**config.mk**
```make
export PLATFORM = sky130hd
export DESIGN_NAME = synth_prog_if
export DESIGN_NICKNAME = d
export VERILOG_FILES = /design/src/rtl/synth_prog_pkg.sv /design/src/rtl/sp_strobe_sync.sv /design/src/rtl/sp_serial_shift.sv /design/src/rtl/sp_reg_bank.sv /design/src/rtl/synth_prog_if.sv
export SDC_FILE = /design/constraint.sdc
export NUM_CORES = 1
export LEC_CHECK = 0
export ABC_AREA = 1
export BUFFER_PORTS_ARGS = -buffer_cell sky130_fd_sc_hd__buf_4
export CAP_MARGIN = 0
export CORE_MARGIN = 2
export CORE_UTILIZATION = 54
export CTS_BUF_LIST = sky130_fd_sc_hd__clkbuf_8
export CTS_CLUSTER_DIAMETER = 200
export DETAILED_ROUTE_END_ITERATION = 10
export PLACE_DENSITY = 0.89
export SETUP_SLACK_MARGIN = 0.1
export SLEW_MARGIN = 20
export SYNTH_ARGS = -nofsm -noshare
export SYNTH_HDL_FRONTEND = slang
export SYNTH_HIERARCHICAL = 1
export SYNTH_SLANG_ARGS = --single-unit
```
**constraint.sdc**
```tcl
create_clock -name clk_i -period 2 [get_ports clk_i]
set_clock_uncertainty 0.05 [all_clocks]
set_input_delay 0.6 -clock clk_i [delete_from_list [all_inputs] [get_ports clk_i]]
set_output_delay 0.6 -clock clk_i [all_outputs]
set_load 0.02 [all_outputs]
```
**src/rtl/synth_prog_pkg.sv**
```systemverilog
package synth_prog_pkg;
  localparam int unsigned M_W    = 9;
  localparam int unsigned R_W    = 6;
  localparam int unsigned A_W    = 4;
  localparam int unsigned FEAT_W = 8;
  localparam int unsigned BUS_W  = 8;
  localparam int unsigned FRAME_W = 1 + M_W + R_W + A_W;

  typedef struct packed {
    logic           pre_en;
    logic [M_W-1:0] m;
    logic [R_W-1:0] r;
    logic [A_W-1:0] a;
  } prog_word_t;

  typedef enum logic [1:0] {
    MODE_PAR = 2'd0,
    MODE_SER = 2'd1,
    MODE_DIR = 2'd2
  } if_mode_e;

  // strobe vector slots
  localparam int unsigned S_SCLK  = 0;
  localparam int unsigned S_SDAT  = 1;
  localparam int unsigned S_LDN   = 2;
  localparam int unsigned S_FEAT  = 3;
  localparam int unsigned S_WRLO  = 4;
  localparam int unsigned S_WRHI  = 5;
  localparam int unsigned S_WRA   = 6;
  localparam int unsigned S_HOP   = 7;
  localparam int unsigned S_NUM   = 8;
endpackage

```
**src/rtl/sp_strobe_sync.sv**
```systemverilog
module sp_strobe_sync #(
  parameter int unsigned W      = 8,
  parameter int unsigned STAGES = 2
) (
  input  logic         clk_i,
  input  logic         rst_ni,
  input  logic [W-1:0] raw_i,
  output logic [W-1:0] lvl_o,
  output logic [W-1:0] rise_o
);
  logic [STAGES-1:0][W-1:0] stg_q;
  logic [W-1:0]             prev_q;

  always_ff @(posedge clk_i or negedge rst_ni) begin
    if (!rst_ni) stg_q[0] <= '0;
    else         stg_q[0] <= raw_i;
  end

  for (genvar g = 1; g < STAGES; g++) begin : g_stage
    always_ff @(posedge clk_i or negedge rst_ni) begin
      if (!rst_ni) stg_q[g] <= '0;
      else         stg_q[g] <= stg_q[g-1];
    end
  end

  always_ff @(posedge clk_i or negedge rst_ni) begin
    if (!rst_ni) prev_q <= '0;
    else         prev_q <= stg_q[STAGES-1];
  end

  assign lvl_o  = stg_q[STAGES-1];
  assign rise_o = stg_q[STAGES-1] & ~prev_q;

  AST_RISE_NEEDS_LOW: assert property (@(posedge clk_i) disable iff (!rst_ni)
    (|rise_o) |=> ((rise_o & $past(rise_o)) == '0));
endmodule

```
**src/rtl/sp_serial_shift.sv**
```systemverilog
module sp_serial_shift
  import synth_prog_pkg::*;
(
  input  logic               clk_i,
  input  logic               rst_ni,
  input  logic               shift_i,
  input  logic               bit_i,
  input  logic               clr_i,
  output logic               frame_vld_o,
  output logic [FRAME_W-1:0] frame_o
);
  localparam int unsigned CNT_W = $clog2(FRAME_W);
  localparam logic [CNT_W-1:0] LAST = CNT_W'(FRAME_W - 1);

  logic [FRAME_W-1:0] sh_q;
  logic [CNT_W-1:0]   cnt_q;

  always_ff @(posedge clk_i or negedge rst_ni) begin
    if (!rst_ni) begin
      sh_q  <= '0;
      cnt_q <= '0;
    end else if (clr_i) begin
      cnt_q <= '0;
    end else if (shift_i) begin
      sh_q  <= {sh_q[FRAME_W-2:0], bit_i};
      cnt_q <= (cnt_q == LAST) ? '0 : cnt_q + 1'b1;
    end
  end

  assign frame_vld_o = shift_i && !clr_i && (cnt_q == LAST);
  assign frame_o     = {sh_q[FRAME_W-2:0], bit_i};

  AST_CNT_RANGE: assert property (@(posedge clk_i) disable iff (!rst_ni)
    cnt_q <= LAST);
  AST_FRAME_RESTART: assert property (@(posedge clk_i) disable iff (!rst_ni)
    frame_vld_o |=> cnt_q == '0);
  AST_CLR_RESTART: assert property (@(posedge clk_i) disable iff (!rst_ni)
    clr_i |=> cnt_q == '0);
endmodule

```
**src/rtl/sp_reg_bank.sv**
```systemverilog
module sp_reg_bank
  import synth_prog_pkg::*;
(
  input  logic               clk_i,
  input  logic               rst_ni,
  input  logic               frame_vld_i,
  input  logic [FRAME_W-1:0] frame_i,
  input  logic               feat_sh_i,
  input  logic               feat_bit_i,
  input  logic               wr_lo_i,
  input  logic               wr_hi_i,
  input  logic               wr_a_i,
  input  logic               wr_feat_i,
  input  logic [BUS_W-1:0]   bus_i,
  input  logic               xfer_i,
  output prog_word_t         prim_o,
  output prog_word_t         sec_o,
  output logic [FEAT_W-1:0]  feat_o
);
  prog_word_t        prim_q, sec_q;
  logic [FEAT_W-1:0] feat_q;

  always_ff @(posedge clk_i or negedge rst_ni) begin
    if (!rst_ni) begin
      prim_q <= '0;
    end else begin
      if (frame_vld_i) prim_q <= prog_word_t'(frame_i);
      if (wr_lo_i) begin
        prim_q.pre_en <= bus_i[7];
        prim_q.m[6:0] <= bus_i[6:0];
      end
      if (wr_hi_i) begin
        prim_q.r[5:4] <= bus_i[3:2];
        prim_q.m[8:7] <= bus_i[1:0];
      end
      if (wr_a_i) begin
        prim_q.r[3:0] <= bus_i[7:4];
        prim_q.a      <= bus_i[3:0];
      end
    end
  end

  always_ff @(posedge clk_i or negedge rst_ni) begin
    if (!rst_ni)     sec_q <= '0;
    else if (xfer_i) sec_q <= prim_q;
  end

  always_ff @(posedge clk_i or negedge rst_ni) begin
    if (!rst_ni)        feat_q <= '0;
    else if (wr_feat_i) feat_q <= bus_i;
    else if (feat_sh_i) feat_q <= {feat_q[FEAT_W-2:0], feat_bit_i};
  end

  assign prim_o = prim_q;
  assign sec_o  = sec_q;
  assign feat_o = feat_q;

  AST_XFER_COPY: assert property (@(posedge clk_i) disable iff (!rst_ni)
    xfer_i |=> sec_q == $past(prim_q));
  AST_SEC_HOLD: assert property (@(posedge clk_i) disable iff (!rst_ni)
    !xfer_i |=> $stable(sec_q));
  AST_LO_FIELDS: assert property (@(posedge clk_i) disable iff (!rst_ni)
    (wr_lo_i && !frame_vld_i) |=> {prim_q.pre_en, prim_q.m[6:0]} == $past(bus_i));
  AST_A_FIELDS: assert property (@(posedge clk_i) disable iff (!rst_ni)
    (wr_a_i && !frame_vld_i) |=> {prim_q.r[3:0], prim_q.a} == $past(bus_i));
endmodule

```
**src/rtl/synth_prog_if.sv**
```systemverilog
module synth_prog_if
  import synth_prog_pkg::*;
(
  input  logic              clk_i,
  input  logic              rst_ni,
  input  logic              dir_mode_i,
  input  logic              ser_mode_i,
  input  logic              sclk_i,
  input  logic              sdata_i,
  input  logic              ld_n_i,
  input  logic              feat_en_i,
  input  logic              sel_ser_i,
  input  logic              sel_par_i,
  input  logic [BUS_W-1:0]  bus_i,
  input  logic              wr_lo_i,
  input  logic              wr_hi_i,
  input  logic              wr_a_i,
  input  logic              hop_i,
  input  logic [M_W-1:0]    dir_m_i,
  input  logic [A_W-1:0]    dir_a_i,
  output logic [M_W-1:0]    m_o,
  output logic [A_W-1:0]    a_o,
  output logic [R_W-1:0]    r_o,
  output logic              pre_en_o,
  output logic [FEAT_W-1:0] feat_o
);
  if_mode_e           mode;
  logic [S_NUM-1:0]   raw, lvl, rise;
  logic               is_ser, is_par;
  logic               ser_shift, feat_shift, frame_vld;
  logic [FRAME_W-1:0] frame;
  prog_word_t         prim, sec, shown;

  always_comb begin
    if (dir_mode_i)      mode = MODE_DIR;
    else if (ser_mode_i) mode = MODE_SER;
    else                 mode = MODE_PAR;
  end
  assign is_ser = (mode == MODE_SER);
  assign is_par = (mode == MODE_PAR);

  always_comb begin
    raw         = '0;
    raw[S_SCLK] = sclk_i;
    raw[S_SDAT] = sdata_i;
    raw[S_LDN]  = ld_n_i;
    raw[S_FEAT] = feat_en_i;
    raw[S_WRLO] = wr_lo_i;
    raw[S_WRHI] = wr_hi_i;
    raw[S_WRA]  = wr_a_i;
    raw[S_HOP]  = hop_i;
  end

  sp_strobe_sync #(.W(S_NUM), .STAGES(2)) u_sync (
    .clk_i (clk_i),
    .rst_ni(rst_ni),
    .raw_i (raw),
    .lvl_o (lvl),
    .rise_o(rise)
  );

  assign ser_shift  = is_ser && rise[S_SCLK] && !lvl[S_LDN] && !lvl[S_FEAT];
  assign feat_shift = is_ser && rise[S_SCLK] && lvl[S_FEAT];

  sp_serial_shift u_shift (
    .clk_i      (clk_i),
    .rst_ni     (rst_ni),
    .shift_i    (ser_shift),
    .bit_i      (lvl[S_SDAT]),
    .clr_i      (lvl[S_LDN]),
    .frame_vld_o(frame_vld),
    .frame_o    (frame)
  );

  sp_reg_bank u_bank (
    .clk_i      (clk_i),
    .rst_ni     (rst_ni),
    .frame_vld_i(frame_vld),
    .frame_i    (frame),
    .feat_sh_i  (feat_shift),
    .feat_bit_i (lvl[S_SDAT]),
    .wr_lo_i    (is_par && rise[S_WRLO]),
    .wr_hi_i    (is_par && rise[S_WRHI]),
    .wr_a_i     (is_par && rise[S_WRA]),
    .wr_feat_i  (is_par && rise[S_FEAT]),
    .bus_i      (bus_i),
    .xfer_i     (rise[S_LDN] || rise[S_HOP]),
    .prim_o     (prim),
    .sec_o      (sec),
    .feat_o     (feat_o)
  );

  always_comb begin
    unique case (mode)
      MODE_SER: shown = sel_ser_i ? prim : sec;
      MODE_PAR: shown = sel_par_i ? prim : sec;
      default: begin
        shown        = '0;
        shown.m      = dir_m_i;
        shown.a      = dir_a_i;
      end
    endcase
  end

  assign m_o      = shown.m;
  assign a_o      = shown.a;
  assign r_o      = shown.r;
  assign pre_en_o = shown.pre_en;

  AST_DIR_PRIM_HOLD: assert property (@(posedge clk_i) disable iff (!rst_ni)
    (dir_mode_i && $past(dir_mode_i)) |-> $stable(prim));
  AST_SER_NO_BYTE: assert property (@(posedge clk_i) disable iff (!rst_ni)
    (is_ser && !frame_vld) |=> $stable(prim));
endmodule

```
=== Word level (Yosys, flattened, before mapping) ===
Cells that the tools add are included.

* Mux-type cells: 16
* Reduce and logical (&&, ||, !) cells: 20
* Equal/unequal tests: 2
* Add/subtract/negate cells: 1
* Bitwise gates (word level): 3

{| class="wikitable"
|+ Operators with widths
! kind !! count
|-
| $mux W20 || 3
|-
| $pmux W20 S2 || 1
|-
| $mux W8 || 3
|-
| $mux W5 || 3
|-
| $logic_and A1 B1 Y1 || 10
|-
| $reduce_bool A2 Y1 || 5
|-
| $and A8 B8 Y8 || 1
|-
| $not A8 Y8 || 1
|-
| $mux W7 || 1
|-
| $mux W2 || 3
|-
| $add A5 B1 Y5 const B || 1
|-
| $eq A5 B5 Y1 const B || 1
|-
| $eq A2 B1 Y1 const B || 1
|-
| $logic_not A1 Y1 || 2
|-
| $logic_not A2 Y1 || 1
|-
| $mux W1 || 2
|-
| $reduce_and A2 Y1 || 1
|-
| $logic_or A1 B1 Y1 || 1
|-
| $not A1 Y1 || 1
|}

* Bits of input ports: 35
* Output and inout port bits: 28
* Register bits: 96

=== Depth between registers and ports, before layout ===
* Depth after elaboration: 10
* Gate-level depth with buffers: 11
* Depth with buffers taken out: 10

=== By module ===
The synthesis kept the hierarchy.

{| class="wikitable"
|+ Modules (own cells, without submodules)
! module !! area an instance (µm²) !! cells an instance !! instances
|-
| sp_reg_bank || 2219.6 || 295 || 1
|-
| sp_serial_shift || 1099.8 || 123 || 1
|-
| synth_prog_if || 932.1 || 206 || 1
|-
| sp_strobe_sync || 740.7 || 48 || 1
|}

=== Least setup slack after synthesis ===
No wires, ideal clock.

* Path kind: input-to-reg
* Start point: input port ser_mode_i
* End point: register u_bank.prim_q (netlist bit u_bank/prim_o[0])
* Arrival time: 2147 ps
* Path slack: -262 ps
* Setup time: 65 ps
* Stages: 11
* Cell sequence: inv_1 > nor2_2 > nand2_1 > nor3_1 > buf_6 > nand2_8 > nor3_1 > nor2_4 > inv_4 > nand2_1 > nand2_1

* Word-level cells in the longest chain between the ends: 9
* Elaborated cells on any way between the ends: 12

{| class="wikitable"
|+ Ends and longest elaborated chain
! element !! RTL line !! source
|-
| start: declaration || synth_prog_if.sv:7 || <nowiki>input logic ser_mode_i,</nowiki>
|-
| $mux W1 || synth_prog_if.sv:36 || <nowiki>else if (ser_mode_i) mode = MODE_SER;</nowiki>
|-
| $mux W2 || synth_prog_if.sv:35 || <nowiki>if (dir_mode_i) mode = MODE_DIR;</nowiki>
|-
| $eq A2 B1 Y1 || synth_prog_if.sv:39 || <nowiki>assign is_ser = (mode == MODE_SER);</nowiki>
|-
| $logic_and A1 B1 Y1 (3 in a row) || synth_prog_if.sv:62 || <nowiki>assign ser_shift = is_ser && rise[S_SCLK] && !lvl[S_LDN] && !lvl[S_FEAT];</nowiki>
|-
| net ser_shift || synth_prog_if.sv:30 || <nowiki>logic ser_shift, feat_shift, frame_vld;</nowiki>
|-
| $logic_and A1 B1 Y1 (2 in a row) || sp_serial_shift.sv:30 || <nowiki>assign frame_vld_o = shift_i && !clr_i && (cnt_q == LAST);</nowiki>
|-
| net frame_vld || synth_prog_if.sv:30 ||
|-
| $reduce_bool A2 Y1 (no line) || -- ||
|-
| end signal: assignment || sp_reg_bank.sv:27 || <nowiki>if (frame_vld_i) prim_q <= prog_word_t'(frame_i);</nowiki>
|-
| end: declaration || sp_reg_bank.sv:20 || <nowiki>prog_word_t prim_q, sec_q;</nowiki>
|}

The timed path passes the listed nets, and every way through them passes these cells.
A chain may end at the register's enable or synchronous reset.

=== Worst setup path after layout ===
* Start point: input port ser_mode_i
* End point: output port m_o[7]

* Word-level cells in the longest chain between the ends: 4
* Elaborated cells on any way between the ends: 5

{| class="wikitable"
|+ Ends and longest elaborated chain
! element !! RTL line !! source
|-
| $mux W1 (*) || synth_prog_if.sv:36 ||
|-
| $mux W2 (*) || synth_prog_if.sv:35 ||
|-
| $eq A2 B1 Y1 / $logic_not A2 Y1 (equally long branches) || synth_prog_if.sv:94 || <nowiki>unique case (mode)</nowiki>
|-
| $pmux W20 S2 (*) || synth_prog_if.sv:94 ||
|-
| end: declaration || synth_prog_if.sv:21 || <nowiki>output logic [M_W-1:0] m_o,</nowiki>
|}

Every way passes the cells marked *; elsewhere a longest branch is shown, timed or not.

==> run_summary.xml <==
<?xml version="1.0" encoding="UTF-8"?>
<metrics>
  <group name="status">
    <metric name="run_status" unit="">finished, violations left</metric>
    <metric name="failed_checks" unit="">setup timing</metric>
  </group>
  <group name="floorplan">
    <metric name="core_area" unit="um^2">8760</metric>
    <metric name="die_height" unit="um">99.5</metric>
    <metric name="floorplan.die.width" unit="um">99.5</metric>
    <metric name="boundaryPins" unit="">63</metric>
    <metric name="die_area" unit="um^2">9890</metric>
    <metric name="initial_utilization" unit="">0.561</metric>
    <metric name="num_rows" unit="">34</metric>
  </group>
  <group name="yosys">
    <metric name="post_synth_inst_count" unit="">664</metric>
    <metric name="ys_warn_count" unit="">6</metric>
    <metric name="synthesis.area" unit="um^2">4920</metric>
    <metric name="synthesis.nets" unit="">700</metric>
    <metric name="mapped_avg_cell_area" unit="um^2">7.41</metric>
  </group>
  <group name="setup_path">
    <metric name="critical_path.most_common_cell" unit="">sky130_fd_sc_hd__buf_6</metric>
    <metric name="critPathTopFamily" unit="">buffers and inverters</metric>
    <metric name="path_class" unit="">in2out</metric>
    <metric name="timing.critical_path.slowest_stage_cell" unit="">sky130_fd_sc_hd__buf_6</metric>
    <metric name="reg2reg_from" unit="">u_sync/lvl_o[0]$_DFF_PN0_</metric>
    <metric name="regToRegSetupSlack" unit="ns">0.19</metric>
    <metric name="worst-endpoint-arrival" unit="ns">1.40</metric>
    <metric name="worst-path-max-fanout" unit="">10</metric>
    <metric name="rr_endpoint" unit="">u_bank/prim_o[15]$_DFFE_PN0P_</metric>
    <metric name="r2r_cells" unit="">12</metric>
    <metric name="worst_ep_required_time" unit="ns">1.35</metric>
    <metric name="critical_path.cell_chain" unit="">buf_8, inv_4, nor2_4, buf_6, nand3_2, nand3_1, buf_6</metric>
    <metric name="end_kind" unit="">output pin</metric>
    <metric name="timing.critical_path.slowest_cell_delay" unit="ns">0.20</metric>
    <metric name="critical_path_launch_point_type" unit="">input pin</metric>
    <metric name="worstPathBufferInverterCount" unit="">4</metric>
  </group>
  <group name="sta">
    <metric name="tightest_slew" unit="ns">0.597</metric>
    <metric name="final-setup-viol-count" unit="">16</metric>
    <metric name="fin_ws" unit="ns">-0.0487</metric>
    <metric name="final.setup.tns" unit="ns">-0.435</metric>
    <metric name="layout_min_cycle_time" unit="ns">2.05</metric>
    <metric name="hold_slack" unit="ns">0.126</metric>
    <metric name="post-route-period-util" unit="">1.02</metric>
    <metric name="report.final.hold_viol_count" unit="">0</metric>
    <metric name="timing.max_slew.rel_slack" unit="">0.602</metric>
    <metric name="timing_max_transition_violations_final" unit="">0</metric>
    <metric name="rsz0062_at_grt" unit="">yes</metric>
    <metric name="max_freq" unit="MHz">488</metric>
  </group>
  <group name="route">
    <metric name="drt_drc_violations_left" unit="">0</metric>
    <metric name="drt_first_pass_iters" unit="">6</metric>
    <metric name="route.antenna.remaining_nets" unit="">0</metric>
    <metric name="vias" unit="">4429</metric>
    <metric name="drtIter0Drc" unit="">262</metric>
    <metric name="routed_wl" unit="um">12100</metric>
    <metric name="vias_per_cell" unit="">5.24</metric>
    <metric name="post_drt_wl_per_cell" unit="um">14.4</metric>
  </group>
  <group name="clocking">
    <metric name="cts.clk_slew.worst_paths" unit="ns">0.09</metric>
    <metric name="cts_buffers" unit="">9</metric>
    <metric name="cts_tree" unit="">built</metric>
    <metric name="ctsHtreeMaxLevel" unit="">3</metric>
    <metric name="numClockSinks" unit="">95</metric>
    <metric name="clk_path_buf_depth" unit="">2</metric>
    <metric name="cts-root-buf" unit="">sky130_fd_sc_hd__clkbuf_8</metric>
    <metric name="cts-hold-fix-buffers" unit="">0</metric>
    <metric name="clk-insertion-delay-late" unit="ns">0.37</metric>
  </group>
  <group name="grt">
    <metric name="grt_first_pass_wirelength" unit="um">19600</metric>
    <metric name="globalRouteTotalUtil" unit="">0.247</metric>
    <metric name="antenna_violations_before_repair" unit="">0</metric>
    <metric name="grt_overflow_total" unit="">0</metric>
    <metric name="first_global_vias" unit="">4245</metric>
    <metric name="maximum_number_of_pins_on_one_net_before_global_route_repair" unit="">49</metric>
  </group>
  <group name="cells_and_area">
    <metric name="most_common_cell_after_layout_fill_and_taps_aside" unit="">sky130_fd_sc_hd__nand2_1</metric>
    <metric name="layout.core_utilization" unit="">0.697</metric>
    <metric name="final_layout_size_suffix_gt1_frac" unit="">0.229</metric>
    <metric name="nets" unit="">768</metric>
    <metric name="ant_diodes" unit="">0</metric>
    <metric name="mostFrequentLayoutCells" unit="">325 x sky130_fd_sc_hd__nand2_1, 95 x sky130_fd_sc_hd__dfrtp_1, 75 x sky130_fd_sc_hd__inv_1</metric>
    <metric name="area_growth_from_synthesis_to_layout" unit="%">24.2</metric>
    <metric name="fillerInstances" unit="">659</metric>
  </group>
  <group name="placed_design">
    <metric name="post-dp-hpwl" unit="um">8020</metric>
    <metric name="place.port_buffers" unit="">62</metric>
    <metric name="finalWeightedCongestion" unit="">0.857</metric>
  </group>
  <group name="power_and_ir_drop">
    <metric name="power_leakage" unit="nW">3.35</metric>
    <metric name="power.density_cell_area" unit="nW/um^2">758</metric>
    <metric name="vdd.ir_drop.worst" unit="mV">0.506</metric>
  </group>
  <group name="job">
    <metric name="maxCapViolations" unit="">0</metric>
  </group>
  <group name="min_path">
    <metric name="worstHoldPathType" unit="">in2async</metric>
  </group>
</metrics>
-- report_power, final --
part	switching, W	internal [W]	total (W)	leakage [nW]
Combinational	0.000551	0.000377	0.000928	1.98
Sequential	0.000125	0.00208	0.00221	1.24
Clock	0.000660	0.000834	0.00149	0.123
Total	0.00134	0.00329	0.00463	3.35
-- state kept, by name, summed over array words and instances, names as in the netlist --
| signal | count |
|---|---|
| u_shift/sh_q | 19 |
| u_shift/cnt_q | 5 |
| u_bank/prim_o | 20 |
| u_sync/stg_q | 8 |
| u_bank/feat_o | 8 |
| u_sync/prev_q | 7 |
| u_sync/lvl_o | 8 |
| u_bank/sec_o | 20 |
-- routing by layer --
metal  routed length, um  vias up  track usage
li1                    -     2153            -
met1                4890     2058        0.316
met2                6160      180        0.419
met3                 724       38       0.0344
met4                 372        0        0.112
met5                   0        -            0
-- metrics by stage --
stage / worst slack (ns) / std cells / total power (W) / cell area [um^2]
floorplan: 0.110 / 664 / 0.00272 / 4930
detailed placement: -0.155 / 823 / 0.00306 / 5520
finish: -0.0487 / 845 / 0.00463 / 6110
global placement: -0.0411 / 823 / 0.00302 / 5520
global route: -0.0687 / 845 / 0.00483 / 6110
CTS: -0.00464 / 842 / 0.00460 / 6030
-- timing repair --
action / CTS / global route
cloned: 2 / 1
pin swaps: 11 / 6
setup endpoints to repair: 20 / 21
gates resized for setup: 60 / 9
buffers inserted: 1 / 2
-- worst max path at each step --
| stage | start | end | slack (ns) | cells past startpoint |
|---|---|---|---|---|
| after floorplan | sel_par_i | a_o[0] | 0.11 | 6 |
| after global placement | dir_mode_i | r_o[1] | -0.04 | 6 |
| after detailed placement | dir_mode_i | r_o[2] | -0.16 | 6 |
| after CTS | ser_mode_i | r_o[2] | -0.005 | 7 |
| after global routing | ser_mode_i | m_o[7] | -0.07 | 7 |
| final | ser_mode_i | m_o[7] | -0.05 | 7 |
-- cell type report --
cell class	count	area (um^2)	share of cell area
flip-flops and latches	95	2380	0.389
multi-input cells	454	2170	0.356
repair buffers	87	843	0.138
inverters	85	334	0.0547
well taps	108	135	0.0221
clock buffers	9	124	0.0203
clock inverters	7	121	0.0199
(Power assumes the default switching activity.)
